**config.mk**
```make
export PLATFORM = sky130hd
export DESIGN_NAME = sertx_de
export DESIGN_NICKNAME = d
export VERILOG_FILES = /design/src/rtl/sertx_pkg.sv /design/src/rtl/sertx_hold.sv /design/src/rtl/sertx_engine.sv /design/src/rtl/sertx_pins.sv /design/src/rtl/sertx_de.sv
export SDC_FILE = /design/constraint.sdc
export NUM_CORES = 1
export LEC_CHECK = 0
export BUFFER_PORTS_ARGS = -buffer_cell sky130_fd_sc_hd__buf_2
export CORE_UTILIZATION = 47
export DETAILED_ROUTE_END_ITERATION = 8
export PLACE_DENSITY = 0.71
export SYNTH_ARGS = -nofsm -noshare
export SYNTH_HDL_FRONTEND = slang
export SYNTH_SLANG_ARGS = --single-unit
```
**constraint.sdc**
```tcl
create_clock -name clk -period 1.45 [get_ports clk]
set_input_delay 0.435 -clock clk [delete_from_list [all_inputs] [get_ports clk]]
set_output_delay 0.435 -clock clk [all_outputs]
set_load 0.05 [all_outputs]
```
**src/rtl/sertx_pkg.sv**
```systemverilog
package sertx_pkg;

  typedef enum logic [2:0] {
    ST_IDLE,
    ST_LEAD,
    ST_GAP,
    ST_START,
    ST_DATA,
    ST_PAR,
    ST_STOP,
    ST_TAIL
  } tx_state_e;

  // Number of bit periods in one frame.
  function automatic int unsigned frame_bits(input int unsigned dw, input logic pen);
    return dw + 2 + (pen ? 1 : 0);
  endfunction

endpackage

```
**src/rtl/sertx_hold.sv**
```systemverilog
module sertx_hold #(
  parameter int DW = 8
) (
  input  logic          clk,
  input  logic          rst_n,
  input  logic          wr_en,
  input  logic [DW-1:0] wr_data,
  input  logic          take,
  output logic          full,
  output logic          accept,
  output logic [DW-1:0] data
);

  assign accept = wr_en && !full;

  always_ff @(posedge clk or negedge rst_n) begin
    if (!rst_n) begin
      full <= 1'b0;
      data <= '0;
    end else begin
      if (accept) begin
        full <= 1'b1;
        data <= wr_data;
      end else if (take) begin
        full <= 1'b0;
      end
    end
  end

endmodule

```
**src/rtl/sertx_engine.sv**
```systemverilog
module sertx_engine
  import sertx_pkg::*;
#(
  parameter int DW = 8
) (
  input  logic          clk,
  input  logic          rst_n,
  input  logic          bit_tick,
  input  logic          pend,
  input  logic          wr_accept,
  input  logic [DW-1:0] hold_data,
  input  logic          par_en,
  input  logic          par_odd,
  input  logic          cts_en,
  input  logic          cts_ok,
  output logic          load_evt,
  output logic          done_evt,
  output logic          block_evt,
  output logic          active,
  output logic          line
);

  localparam int CW = (DW > 1) ? $clog2(DW) : 1;
  localparam logic [CW-1:0] LAST_IDX = CW'(DW - 1);

  function automatic logic calc_parity(input logic [DW-1:0] d, input logic odd);
    return (^d) ^ odd;
  endfunction

  tx_state_e st_q, st_d;
  logic [DW-1:0] sh_q;
  logic [CW-1:0] idx_q;
  logic          pen_q;
  logic          par_q;
  logic          go_ok;
  logic          at_boundary;

  assign go_ok       = !cts_en || cts_ok;
  assign at_boundary = (st_q == ST_GAP) || (st_q == ST_STOP);
  assign load_evt    = bit_tick && pend && go_ok && at_boundary;
  assign block_evt   = bit_tick && pend && !go_ok && at_boundary;
  assign done_evt    = bit_tick && (st_q == ST_STOP);
  assign active      = (st_q != ST_IDLE);

  always_comb begin
    st_d = st_q;
    case (st_q)
      ST_IDLE:  if (pend || wr_accept) st_d = ST_LEAD;
      ST_LEAD:  if (bit_tick) st_d = ST_GAP;
      ST_GAP:   if (load_evt) st_d = ST_START;
      ST_START: if (bit_tick) st_d = ST_DATA;
      ST_DATA:  if (bit_tick && idx_q == LAST_IDX) st_d = pen_q ? ST_PAR : ST_STOP;
      ST_PAR:   if (bit_tick) st_d = ST_STOP;
      ST_STOP: begin
        if (load_evt)       st_d = ST_START;
        else if (block_evt) st_d = ST_GAP;
        else if (bit_tick)  st_d = ST_TAIL;
      end
      ST_TAIL:  st_d = (pend || wr_accept) ? ST_LEAD : ST_IDLE;
      default:  st_d = ST_IDLE;
    endcase
  end

  always_ff @(posedge clk or negedge rst_n) begin
    if (!rst_n) begin
      st_q  <= ST_IDLE;
      sh_q  <= '0;
      idx_q <= '0;
      pen_q <= 1'b0;
      par_q <= 1'b0;
    end else begin
      st_q <= st_d;
      if (load_evt) begin
        sh_q  <= hold_data;
        pen_q <= par_en;
        par_q <= calc_parity(hold_data, par_odd);
      end else if (bit_tick && st_q == ST_DATA) begin
        sh_q  <= sh_q >> 1;
        idx_q <= idx_q + 1'b1;
      end
      if (bit_tick && st_q == ST_START) idx_q <= '0;
    end
  end

  always_comb begin
    case (st_q)
      ST_START: line = 1'b0;
      ST_DATA:  line = sh_q[0];
      ST_PAR:   line = par_q;
      default:  line = 1'b1;
    endcase
  end

endmodule

```
**src/rtl/sertx_pins.sv**
```systemverilog
module sertx_pins (
  input  logic active,
  input  logic line,
  input  logic de_act_low,
  output logic txd,
  output logic de,
  output logic busy
);

  assign txd  = line;
  assign de   = active ^ de_act_low;
  assign busy = active;

endmodule

```
**src/rtl/sertx_de.sv**
```systemverilog
module sertx_de #(
  parameter int DW = 8
) (
  input  logic          clk,
  input  logic          rst_n,
  input  logic          bit_tick,
  input  logic          wr_en,
  input  logic [DW-1:0] wr_data,
  input  logic          par_en,
  input  logic          par_odd,
  input  logic          cts_en,
  input  logic          cts_ok,
  input  logic          de_act_low,
  output logic          txd,
  output logic          de,
  output logic          tx_empty,
  output logic          tx_busy
);

  logic          pend;
  logic          wr_accept;
  logic [DW-1:0] hold_q;
  logic          load_evt;
  logic          done_evt;
  logic          block_evt;
  logic          active;
  logic          line;

  sertx_hold #(.DW(DW)) u_hold (
    .clk     (clk),
    .rst_n   (rst_n),
    .wr_en   (wr_en),
    .wr_data (wr_data),
    .take    (load_evt),
    .full    (pend),
    .accept  (wr_accept),
    .data    (hold_q)
  );

  sertx_engine #(.DW(DW)) u_eng (
    .clk       (clk),
    .rst_n     (rst_n),
    .bit_tick  (bit_tick),
    .pend      (pend),
    .wr_accept (wr_accept),
    .hold_data (hold_q),
    .par_en    (par_en),
    .par_odd   (par_odd),
    .cts_en    (cts_en),
    .cts_ok    (cts_ok),
    .load_evt  (load_evt),
    .done_evt  (done_evt),
    .block_evt (block_evt),
    .active    (active),
    .line      (line)
  );

  sertx_pins u_pins (
    .active     (active),
    .line       (line),
    .de_act_low (de_act_low),
    .txd        (txd),
    .de         (de),
    .busy       (tx_busy)
  );

  assign tx_empty = !pend;

endmodule

```
==> flow_summary_export.csv <==
group,metric,value,unit
outcome,status,"finished, violations left",
outcome,violations,"negative setup slack",
timing,tns,-1.66,ns
detailed_routing,vias,1052,
power,p_int,0.00242,W
clock_tree,cts_buffers,3,
critical_path,crit_required,1.02,ns
timing,rsz0062_at_grt,"true",
yosys,syn_inst,115,
power,irDropWorstVdd,1540,µV
clock_tree,cts_buffer_depth,2,
floorplan,fp.coreArea,2540,µm²
floorplan,fp.dieArea,2990,µm²
power,seqPwrFrac,0.314,
global_routing,grt_first_pass_wirelength,4480,µm
global_routing,grt-ovfl-total,0,
yosys,yosysSeqAreaShare,0.480,
yosys,synth.top_cell.area_share,0.480,
timing,relSlewSlack,0.633,
yosys,synth_area_per_cell,11.3,µm²
power,clockPowerShare,0.081,
timing,fmax,0.534,GHz
critical_path,cp_slowest_stage_delay,0.41,ns
global_routing,met3_usage,0.0361,
timing,post-route-min-period,1.87,ns
critical_path,crit_path_start_kind,"flop",
finish,fin_nets,182,
floorplan,ioPinCount,21,
floorplan,start_util,0.512,
detailed_routing,drtIter0Drc,10,
yosys,synth_seq_cells,25,
place,dp_hpwl,1900,µm
power,power_density,2140,nW/µm²
detailed_routing,ant_nets,0,
yosys,yosys_warnings,0,
floorplan,chipWidth,54.6,µm
timing,holdWs,0.0664,ns
finish,drive_above_1_share,0.531,
timing,setup_viol,12,
floorplan,num_rows,18,
finish,diodes,0,
power,power_frac_comb,0.605,
yosys,syn_nets,134,
clock_tree,cts_tree,"built",
timing,final.period_utilization,1.29,
power,swShare,0.382,
clock_tree,cts.sinks,25,
timing,slew_viol_final,0,
critical_path,path_cells,"or3_4 -> xor2_4 -> buf_6",
floorplan,die_h,54.6,µm
clock_tree,clock_latency,0.33,ns
detailed_routing,totalWireLength,2790,µm
detailed_routing,wl_per_cell,14.5,µm
place,io_buffers,20,
global_routing,track_usage,0.215,
place,finalWeightedCongestion,0.851,
finish,fillCellCount,177,
critical_path,crit_path_end_kind,"primary output",
clock_tree,cts-htree-levels,1,
global_routing,busiest_layer,"met2",
min_path,hold_path_class,"primary input to asynchronous set/reset pin",
timing,fin_ws,-0.423,ns
global_routing,antenna_found_initial,0,
detailed_routing,drtPass1Iterations,4,
yosys,synth_top_area_cell,"dfrtp_1",
finish,area_growth,40.6,%
critical_path,cp_top_family,"flip-flops",
detailed_routing,viasPerCell,5.48,
global_routing,grt_max_degree,26,
critical_path,crit_fanout,2,
clock_tree,clk_pin_slew_worst_paths,0.15,ns
yosys,syn-cell-area,1300,µm²
critical_path,cp.arrival,1.44,ns
power,power_switching,0.00149,W
timing,hold_viol_final,0,
flow_run,drv_cap,0,
power,p_leak,0.866,nW
yosys,synthDistinctLibCells,36,
timing,skew,0.0182,ns
global_routing,grtUsageMet2,0.343,
global_routing,first_global_vias,991,
yosys,synth_area_leaders,"dfrtp_1 (48%), mux2_2 (6.9%), a22o_1 (4.7%)",
global_routing,met1_usage,0.286,
critical_path,path_class,"flop to primary output",
critical_path,path_buf_inv,1,
timing,max_slew.worst_pin.slew,0.551,ns
critical_path,crit_slowest_cell,"dfrtp_1",
clock_tree,cts_root_buffer,"clkbuf_4",
detailed_routing,drc,0,
Yosys cell counts:
cell / number
a211oi_1: 1
a21o_1: 2
a21o_2: 5
a21oi_1: 5
a221oi_1: 1
a22o_1: 7
a31oi_1: 1
buf_2: 1
buf_6: 1
clkbuf_1: 4
dfrtp_1: 25
ha_1: 2
inv_1: 3
mux2_2: 8
mux2_4: 2
nand2_1: 10
nand2_2: 1
nand2b_1: 1
nand3_1: 1
nand3b_1: 1
nor2_1: 6
nor2_2: 1
nor2b_1: 2
nor3_4: 1
nor3b_1: 1
nor4b_1: 1
nor4b_4: 1
o211ai_1: 1
o21ai_0: 4
o221ai_1: 1
o22ai_1: 3
o2bb2ai_1: 1
or3_1: 2
xnor2_1: 5
xnor3_2: 1
xor2_1: 2
cell usage in the layout, fill, tap and decap left out, drive strengths merged, types with 3 or more instances in the layout:
cell	Yosys	layout
nand2	11	11
nor2	7	7
a21oi	5	5
buf	2	48
mux2	10	10
xnor2	5	5
o21ai	4	4
dfrtp	25	25
a21o	7	7
clkbuf	4	4
o22ai	3	3
a22o	7	7
inv	3	3
path summary, 6_finish.rpt:
check	end	cells past startpoint	slack [ns]	startpoint
max	de	3	-0.42	u_eng.st_q[1]$_DFFE_PN0P_
min	u_eng.sh_q[5]$_DFFE_PN0P_	1	0.07	rst_n
max reg2reg	u_eng.par_q$_DFFE_PN0N_	4	-0.09	u_hold.data[0]$_DFFE_PN0P_
min reg2reg	u_eng.sh_q[4]$_DFFE_PN0P_	1	0.51	u_eng.sh_q[4]$_DFFE_PN0P_
max in group asynchronous	u_eng.par_q$_DFFE_PN0N_	1	1.00	rst_n
min in group clk	u_hold.data[5]$_DFFE_PN0P_	2	0.32	wr_data[5]
routing by layer:
metal	routed length, µm	up-vias
li1	-	509
met1	1250	508
met2	1380	28
met3	117	7
met4	42	0
met5	0	-
power by group through the flow:
stage | registers [W] | clock network [W] | logic, W
4_1_cts | 0.00124 | 0.000331 | 0.00224
5_1_grt | 0.00127 | 0.000358 | 0.00255
3_3_place_gp | 0.00123 | 0 | 0.00187
2_1_floorplan | 0.00122 | 0 | 0.00151
3_5_place_dp | 0.00125 | 0 | 0.00192
6_report | 0.00123 | 0.000318 | 0.00237
final cells by class:
class                      instances  area, µm²  area share
multi-input combinational         81        724       0.395
sequential                        25        626       0.342
inverter                           3       13.8     0.00751
timing repair buffer              49        400       0.219
clock buffer                       3       22.5      0.0123
tap                               30       37.5      0.0205
clock inverter                     1       7.51     0.00410
state kept, by name (all words and copies together) (netlist names):
| name | flops |
|---|---|
| u_eng.idx_q | 3 |
| u_eng.sh_q | 8 |
| u_eng.pen_q | 1 |
| u_eng.par_q | 1 |
| u_hold.data | 8 |
| u_hold.full | 1 |
| u_eng.st_q | 3 |
what timing repair did:
action | 4_1_cts | 5_1_grt
pin swaps | 5 | 7
resized for setup | 15 | 13
buffers inserted | 8 | 6
hold buffers | 0 | 0
cloned | 1 | 0
setup endpoints to repair | 14 | 26
cell families after synthesis:
| group | share of synthesized area |
|---|---|
| simple gates | 0.133 |
| fa+ha+maj | 0.0192 |
| compound gates | 0.178 |
| buf+inv | 0.0327 |
| flops | 0.480 |
| xor+xnor | 0.0653 |
| mux | 0.0922 |
stage by stage:
stage / power [W] / utilization / std cells / instance area, µm² / worst slack [ns]
4_1_cts: 0.00381 / 0.696 / 187 / 1770 / -0.446
3_5_place_dp: 0.00317 / 0.626 / 174 / 1590 / -0.188
6_report: 0.00392 / 0.720 / 192 / 1830 / -0.423
5_1_grt: 0.00418 / 0.720 / 192 / 1830 / -0.495
3_3_place_gp: 0.00310 / 0.626 / 174 / 1590 / -0.179
2_1_floorplan: 0.00273 / - / 115 / 1380 / -0.340
Power figures use the tool's default switching activity.
